--- src/rtl/settle_gate_pkg.sv ---
// Package: shared definitions for the settling ready gate.
// Assumes: nothing beyond standard SystemVerilog.
package settle_gate_pkg;
    typedef enum logic {
        SPD_SLOW = 1'b0,
        SPD_FAST = 1'b1
    } speed_e;

    // Number of results suppressed after an input step.
    localparam int unsigned STEP_DISCARDS = 4;
endpackage

--- src/rtl/sel_change_det.sv ---
// Module: sel_change_det
// Flags, combinationally, any difference between a select bus and the
// value captured at the previous clock edge.
// Assumes: sel is synchronous to clk. During reset the stored copy tracks
// the input, so a released reset never reports a change.
module sel_change_det #(
    parameter int unsigned W = 2
) (
    input  logic         clk,
    input  logic         rst_n,
    input  logic [W-1:0] sel,
    output logic         changed
);
    logic [W-1:0] sel_q;
    logic [W-1:0] bit_diff;

    // Capture the select each cycle; reset tracks the input as well.
    always_ff @(posedge clk) begin
        sel_q <= sel;
    end

    // Per-bit comparison against the previous value.
    for (genvar gi = 0; gi < W; gi++) begin : g_bit
        assign bit_diff[gi] = sel[gi] ^ sel_q[gi];
    end

    // Reduce the per-bit differences to one flag, masked during reset.
    always_comb begin
        changed = rst_n && (bit_diff != '0);
    end
endmodule

--- src/rtl/settle_hold_timer.sv ---
// Module: settle_hold_timer
// Down-counter holding a busy flag for a mode-dependent number of cycles.
// Assumes: load is a single-cycle or level request. The speed is sampled
// only on a load, and a load during a running count restarts it.
module settle_hold_timer #(
    parameter int unsigned HOLD_FAST = 250675,
    parameter int unsigned HOLD_SLOW = 1970995,
    parameter int unsigned CW        = 21
) (
    input  logic clk,
    input  logic rst_n,
    input  logic load,
    input  logic speed_fast,
    output logic busy
);
    import settle_gate_pkg::*;

    localparam logic [CW-1:0] FAST_C = CW'(HOLD_FAST);
    localparam logic [CW-1:0] SLOW_C = CW'(HOLD_SLOW);

    logic [CW-1:0] cnt;
    speed_e        spd;

    // Map the raw speed input onto the mode type.
    always_comb begin
        spd = speed_e'(speed_fast);
    end

    // Load on request, otherwise count down to zero.
    always_ff @(posedge clk) begin
        if (!rst_n) begin
            cnt <= '0;
        end else if (load) begin
            cnt <= (spd == SPD_FAST) ? FAST_C : SLOW_C;
        end else if (cnt != '0) begin
            cnt <= cnt - 1'b1;
        end
    end

    // Busy whenever any of the interval remains.
    always_comb begin
        busy = (cnt != '0);
    end

    // A load installs the interval of the speed present at that edge.
    p_load_value_r2: assert property (@(posedge clk) disable iff (!rst_n)
        load |=> (cnt == ($past(speed_fast) ? FAST_C : SLOW_C)));

    // Without a load, a running count falls by exactly one per cycle.
    p_count_down_r3: assert property (@(posedge clk) disable iff (!rst_n)
        (!load && cnt != '0) |=> (cnt == $past(cnt) - 1'b1));
endmodule

--- src/rtl/step_discard_ctr.sv ---
// Module: step_discard_ctr
// Counts down the conversion results to drop after an input step.
// Assumes: every cycle with done high is one finished conversion. A step
// in the same cycle as done reloads the count and does not consume it.
module step_discard_ctr #(
    parameter int unsigned DISC_N = 4,
    parameter int unsigned DW     = 3
) (
    input  logic clk,
    input  logic rst_n,
    input  logic step,
    input  logic done,
    output logic pending
);
    localparam logic [DW-1:0] DISC_C = DW'(DISC_N);

    logic [DW-1:0] cnt;

    // Reload on a step, otherwise consume one per finished conversion.
    always_ff @(posedge clk) begin
        if (!rst_n) begin
            cnt <= '0;
        end else if (step) begin
            cnt <= DISC_C;
        end else if (done && cnt != '0) begin
            cnt <= cnt - 1'b1;
        end
    end

    // Discards remain while the count is non-zero.
    always_comb begin
        pending = (cnt != '0);
    end

    // A step always leaves exactly the full discard budget.
    p_step_reload_r7: assert property (@(posedge clk) disable iff (!rst_n)
        step |=> (cnt == DISC_C));

    // The count never exceeds its budget.
    p_disc_bound_r5: assert property (@(posedge clk) disable iff (!rst_n)
        cnt <= DISC_C);
endmodule

--- src/rtl/settle_ready_gate.sv ---
// Module: settle_ready_gate (top)
// Gates the active-low ready line and the per-result valid flag.
// A channel change holds ready high for a timed interval. A step, or a
// source toggle, silently drops the next four results.
// Assumes: all inputs are synchronous to clk and reset is synchronous
// and active low.
module settle_ready_gate #(
    parameter int unsigned SEL_W     = 2,
    parameter int unsigned HOLD_FAST = 250675,
    parameter int unsigned HOLD_SLOW = 1970995
) (
    input  logic             clk,
    input  logic             rst_n,
    input  logic [SEL_W-1:0] chan_sel,
    input  logic             speed_fast,
    input  logic             src_int,
    input  logic             step_flag,
    input  logic             conv_done,
    output logic             ready_n,
    output logic             sample_valid
);
    import settle_gate_pkg::*;

    localparam int unsigned HOLD_MAX = (HOLD_FAST > HOLD_SLOW) ? HOLD_FAST : HOLD_SLOW;
    localparam int unsigned CW       = $clog2(HOLD_MAX + 1);
    localparam int unsigned DW       = $clog2(STEP_DISCARDS + 1);

    logic chan_change;
    logic src_change;
    logic step_any;
    logic hold_busy;
    logic disc_pending;

    sel_change_det #(.W(SEL_W)) u_chan_det (
        .clk     (clk),
        .rst_n   (rst_n),
        .sel     (chan_sel),
        .changed (chan_change)
    );

    sel_change_det #(.W(1)) u_src_det (
        .clk     (clk),
        .rst_n   (rst_n),
        .sel     (src_int),
        .changed (src_change)
    );

    // A source toggle counts as an input step.
    always_comb begin
        step_any = step_flag | src_change;
    end

    settle_hold_timer #(
        .HOLD_FAST (HOLD_FAST),
        .HOLD_SLOW (HOLD_SLOW),
        .CW        (CW)
    ) u_hold (
        .clk        (clk),
        .rst_n      (rst_n),
        .load       (chan_change),
        .speed_fast (speed_fast),
        .busy       (hold_busy)
    );

    step_discard_ctr #(
        .DISC_N (STEP_DISCARDS),
        .DW     (DW)
    ) u_disc (
        .clk     (clk),
        .rst_n   (rst_n),
        .step    (step_any),
        .done    (conv_done),
        .pending (disc_pending)
    );

    // Ready is held high in reset, on a fresh change, during a hold and
    // while discards remain.
    always_comb begin
        ready_n = !rst_n || chan_change || hold_busy || disc_pending;
    end

    // A result is announced only while ready is low.
    always_comb begin
        sample_valid = conv_done && !ready_n;
    end

    // A detected channel change must leave the timer running next cycle.
    p_change_starts_hold_r1: assert property (@(posedge clk) disable iff (!rst_n)
        chan_change |=> hold_busy);

    // A detected step must leave discards pending next cycle.
    p_step_starts_discard_r5: assert property (@(posedge clk) disable iff (!rst_n)
        step_any |=> disc_pending);
endmodule

--- config.mk ---
export PLATFORM = sky130hd
export DESIGN_NAME = settle_ready_gate
export DESIGN_NICKNAME = d
export VERILOG_FILES = /design/src/rtl/settle_gate_pkg.sv /design/src/rtl/sel_change_det.sv /design/src/rtl/settle_hold_timer.sv /design/src/rtl/step_discard_ctr.sv /design/src/rtl/settle_ready_gate.sv
export SDC_FILE = /design/constraint.sdc
export NUM_CORES = 1
export LEC_CHECK = 0
export CAP_MARGIN = 20
export CORE_MARGIN = 2
export CORE_UTILIZATION = 66
export DETAILED_ROUTE_END_ITERATION = 8
export DONT_BUFFER_PORTS = 1
export PLACE_DENSITY = 0.82
export REMOVE_ABC_BUFFERS = 1
export SLEW_MARGIN = 20
export SYNTH_ARGS = -nofsm -noshare
export SYNTH_HDL_FRONTEND = slang
export SYNTH_HIERARCHICAL = 1
export SYNTH_SLANG_ARGS = --single-unit
--- constraint.sdc ---
create_clock -name clk -period 8.15 [get_ports clk]
set_input_delay 2.0375 -clock clk [delete_from_list [all_inputs] [get_ports clk]]
set_output_delay 2.0375 -clock clk [all_outputs]
set_load 0.05 [all_outputs]
# Yosys cells after proc, flatten, opt, wreduce, memory -nomap -nowiden
# Cells that the tools add are included.
dict set report op_classes {
  n_addsub 2
  n_mul 0
  n_div 0
  order_cmp 0
  n_eq_ne 0
  shift 0
  n_mux 5
  n_bitwise 5
  reduce_logical 15
}
# operator count
set ops {}
lappend ops {{$mux W21} 3}
lappend ops {{$reduce_bool A21 Y1} 1}
lappend ops {{$sub A21 B1 Y21 const B} 1}
lappend ops {{$mux W3} 2}
lappend ops {{$reduce_bool A2 Y1} 3}
lappend ops {{$logic_and A1 B1 Y1} 4}
lappend ops {{$logic_or A1 B1 Y1} 3}
lappend ops {{$reduce_bool A3 Y1} 1}
lappend ops {{$sub A3 B1 Y3 const B} 1}
lappend ops {{$xor A1 B1 Y1} 3}
lappend ops {{$logic_not A1 Y1} 2}
lappend ops {{$reduce_or A2 Y1} 1}
lappend ops {{$not A1 Y1} 1}
lappend ops {{$or A1 B1 Y1} 1}
dict set report word_totals {
  reg_bits 27
  latchBits 0
  ramBits 0
  mem_bits_ro 0
  input_bits 8
  output_inout_bits 2
  elab_cells 32
  n_memories 0
}

# Depth between registers and ports, before layout
dict set report depth {
  word_depth 8
  ltp_mapped 7
  ltp_nobuf 6
}

# Cells and area by module
# Netlist, hierarchy kept.
# mod n_inst cells_each area_per_inst_um2 seq_area_each_um2
set modules_own_cells {}
lappend modules_own_cells {settle_hold_timer 1 125 1114.8 420.4}
lappend modules_own_cells {step_discard_ctr 1 17 161.4 60.1}
lappend modules_own_cells {{sel_change_det (u_chan_det)} 1 5 65.1 40.0}
lappend modules_own_cells {{sel_change_det (u_src_det)} 1 3 35.0 20.0}
lappend modules_own_cells {settle_ready_gate 1 4 30.0 0.0}

# Worst setup path before layout
# No wires, ideal clock.
dict set report synth_path {
  path_type {input port to output port}
  start {in chan_sel[0]}
  end {out sample_valid}
  t_arrival_ns 3.374
  t_required_ns 6.113
  path_slack_ns 2.738
  cell_stages 4
  path_buffers 0
  cell_sequence {xnor2_1 > a21boi_1 > or4b_4 > nor2_2}
}
dict set report synth_via {
  elab_chain_len 8
}
# element line_no
set synth_rtl {}
lappend synth_rtl {{start, declared} settle_ready_gate.sv:14} ;# input logic [SEL_W-1:0] chan_sel,
lappend synth_rtl {{$xor A1 B1 Y1} sel_change_det.sv:24} ;# assign bit_diff[gi] = sel[gi] ^ sel_q[gi];
lappend synth_rtl {{$reduce_bool A2 Y1} sel_change_det.sv:29} ;# changed = rst_n && (bit_diff != '0);
lappend synth_rtl {{$logic_and A1 B1 Y1} sel_change_det.sv:29}
lappend synth_rtl {{via chan_change} settle_ready_gate.sv:28} ;# logic chan_change;
lappend synth_rtl {{$logic_or A1 B1 Y1 (3 in series)} settle_ready_gate.sv:79} ;# ready_n = !rst_n || chan_change || hold_busy || disc_pending;
lappend synth_rtl {{via ready_n} settle_ready_gate.sv:19} ;# output logic ready_n,
lappend synth_rtl {{$logic_not A1 Y1} settle_ready_gate.sv:84} ;# sample_valid = conv_done && !ready_n;
lappend synth_rtl {{$logic_and A1 B1 Y1} settle_ready_gate.sv:84}
lappend synth_rtl {{end, declared} settle_ready_gate.sv:20} ;# output logic sample_valid
# The timed path passes the listed nets, and every way through them passes these cells.

# Worst setup path after layout
dict set report layout_path {
  start {in chan_sel[1]}
  end {out sample_valid}
}
# The elaborated chain is that of the path after synthesis.

==> flow_summary.json <==
{
  "setup_violations": 0,
  "clk_latency_ps": 320,
  "final_nets": 166,
  "relSlewSlack_pct": 31.5,
  "ant_nets": 0,
  "peakVddDrop_mv": 0.150,
  "avgSynthCellArea_sq_um": 9.13,
  "critPathKind": "in2out",
  "seq_area_frac_synth_pct": 38.4,
  "cp_data_required_time_ps": 6110,
  "synth_cells": 154,
  "die_area_sq_mm": 0.00252,
  "synth_cell_types": 44,
  "dp_cells": 176,
  "core_area_sq_mm": 0.00198,
  "h-tree-depth": 1,
  "crit_slowest_cell": "or4b_4",
  "clock-sinks": 27,
  "grt.busiest_layer": "met2",
  "crit_path_start_kind": "input pin",
  "start_util_pct": 71.0,
  "overflow": 0,
  "worst_path_largest_cell_delay_ps": 700,
  "async_reset_ff_share_pct": 0,
  "slew_viol_final": 0,
  "tightestPinTransition_ps": 1020,
  "grt_max_degree": 19,
  "grt_use_total_pct": 21.5,
  "wl_um": 2480,
  "synth-edff-count": 0,
  "post_cts_buffers": 0,
  "grtUsageMet1_pct": 26.7,
  "wl_per_cell_um": 13.8,
  "grt_pass1_wl_um": 4130,
  "first_pass_iters": 4,
  "nFillCells": 153,
  "clock.fmax_mhz": 176,
  "setup_tns_ps": 0,
  "die_x_um": 50.2,
  "clk_pin_slew_ps": 130,
  "path_max_fanout": 16,
  "io_buffers": 0,
  "synth_warnings": 6,
  "syn_to_final_growth_pct": 2.85,
  "cts_tree": "done",
  "layout_commonest_cell": "dfxtp_1",
  "use_met3_pct": 5.06,
  "drt_iter0_markers": 25,
  "ys.flop_type": "dfxtp_1",
  "fin_crit_ps": 5670,
  "power.density_mw_per_mm2": 206,
  "instances_no_fill": 180,
  "holdBufCountCts": 0,
  "finalHoldViolations": 0,
  "synth-seq-cells": 27,
  "syn-cell-area_sq_mm": 0.00141,
  "avgViaCountPerCell": 5.77,
  "diodes": 0,
  "dr_total_vias": 1039,
  "path_cells": "xnor2_1, a21boi_1, or4b_4, nor2_2",
  "final_cell_mix": "dfxtp_1, nor2_1, inv_1, xnor2_1",
  "cellLeakagePower_nw": 0.549,
  "clockBufferDepth": 2,
  "row_count": 16,
  "root_buffer": "clkbuf_4",
  "antenna_found_initial": 0,
  "hp-class": "reg2reg",
  "hpwlAfterDp_um": 1850,
  "drv_cap": 0,
  "gp_congestion": 0.801,
  "drive_above_1_share_pct": 9.15,
  "cts_made_buffers": 3,
  "min_period_over_period_pct": 69.6,
  "status": "complete, no violations",
  "ios": 10,
  "endpoint_kind": "output pin",
  "use_met2_pct": 36.4,
  "rsz0062_at_grt": "false",
  "cts_resized": 0,
  "arrival_ps": 3630,
  "drc_errors": 0,
  "die_h_um": 50.2,
  "grt_pass1_vias": 997,
  "fin_skew_ps": 4.15
}
path summary, 6_finish.rpt:
path	from	endpoint	slack, ps	cells past startpoint
worst max-delay path	chan_sel[1]	sample_valid	2480	4
worst min-delay path	u_hold/cnt[20]	u_hold/cnt[20]	500	2
worst max register to register	u_chan_det/sel_q[0]	u_hold/cnt[16]	6050	5
worst min register to register	u_hold/cnt[20]	u_hold/cnt[20]	500	2
synth_stat cells, types with 3 or more instances:
| cell type | count | share of area (%) |
|---|---|---|
| ha_1 | 4 | 3.6 |
| o21ai_0 | 6 | 2.1 |
| a21oi_1 | 4 | 1.4 |
| o211ai_1 | 3 | 1.6 |
| clkbuf_1 | 3 | 0.80 |
| nor4_1 | 4 | 1.8 |
| xnor2_1 | 10 | 6.2 |
| nand2_1 | 3 | 0.80 |
| dfxtp_1 | 27 | 38 |
| inv_1 | 10 | 2.7 |
| nor3_1 | 3 | 1.1 |
| nand2b_1 | 5 | 2.2 |
| o21a_1 | 7 | 3.7 |
| xor2_1 | 7 | 4.4 |
| nor2_1 | 12 | 3.2 |
| nand3_1 | 5 | 1.8 |
| nand3b_1 | 3 | 1.6 |
logic make-up (layout without fill, tap and decap cells):
family | after synthesis | count (layout) | share of synthesized area, %
and+or+nand+nor | 56 | 56 | 25.2
buffers and inverters | 15 | 14 | 4.09
DFF | 27 | 27 | 38.4
adders and majority gates | 4 | 4 | 3.56
muxes | 3 | 3 | 2.49
AOI/OAI and AO/OA | 32 | 32 | 15.7
xor gates and xnor gates | 17 | 17 | 10.6
critical path, delay by kind of cell:
family           cells  cell delay [ps]
AO/OA/AOI/OAI        1              300
XOR/XNOR             1              110
AND/OR/NAND/NOR      2             1170
layer usage:
layer / wire length (um) / share of wire, %
met5: 0 / 0
met1: 1190 / 48
met3: 98 / 4.0
met2: 1150 / 46
met4: 32 / 1.3
flip-flops by register name, summed over array words and instances, names as in the netlist:
name              count
u_src_det/sel_q       1
u_disc/cnt            3
u_hold/cnt           21
u_chan_det/sel_q      2
stage by stage:
| step | util, % | hold slack, ps | total power [mW] | instance area (sq um) | setup WS [ps] |
|---|---|---|---|---|---|
| floorplan | - | 445 | 0.227 | 1390 | 2590 |
| global placement | 71.7 | 474 | 0.239 | 1420 | 2490 |
| detailed placement | 71.7 | 473 | 0.242 | 1420 | 2480 |
| CTS | 73.0 | 495 | 0.299 | 1450 | 2470 |
| global route | 73.0 | 518 | 0.316 | 1450 | 2370 |
| finish | 73.0 | 502 | 0.297 | 1450 | 2480 |
report_power, final:
part / leakage (nW) / switching, mW / internal, mW
Combinational: 0.310 / 0.0446 / 0.0384
Sequential: 0.223 / 0.0123 / 0.145
Clock: 0.0150 / 0.0378 / 0.0192
Total: 0.549 / 0.0946 / 0.203
layout make-up:
cell class / instances / area, sq um / area share (%)
multi-input combinational: 112 / 808 / 55.9
sequential: 27 / 541 / 37.4
inverter: 10 / 37.5 / 2.60
tap: 27 / 33.8 / 2.34
clock buffer: 4 / 26.3 / 1.82
Power figures use the tool's default switching activity.
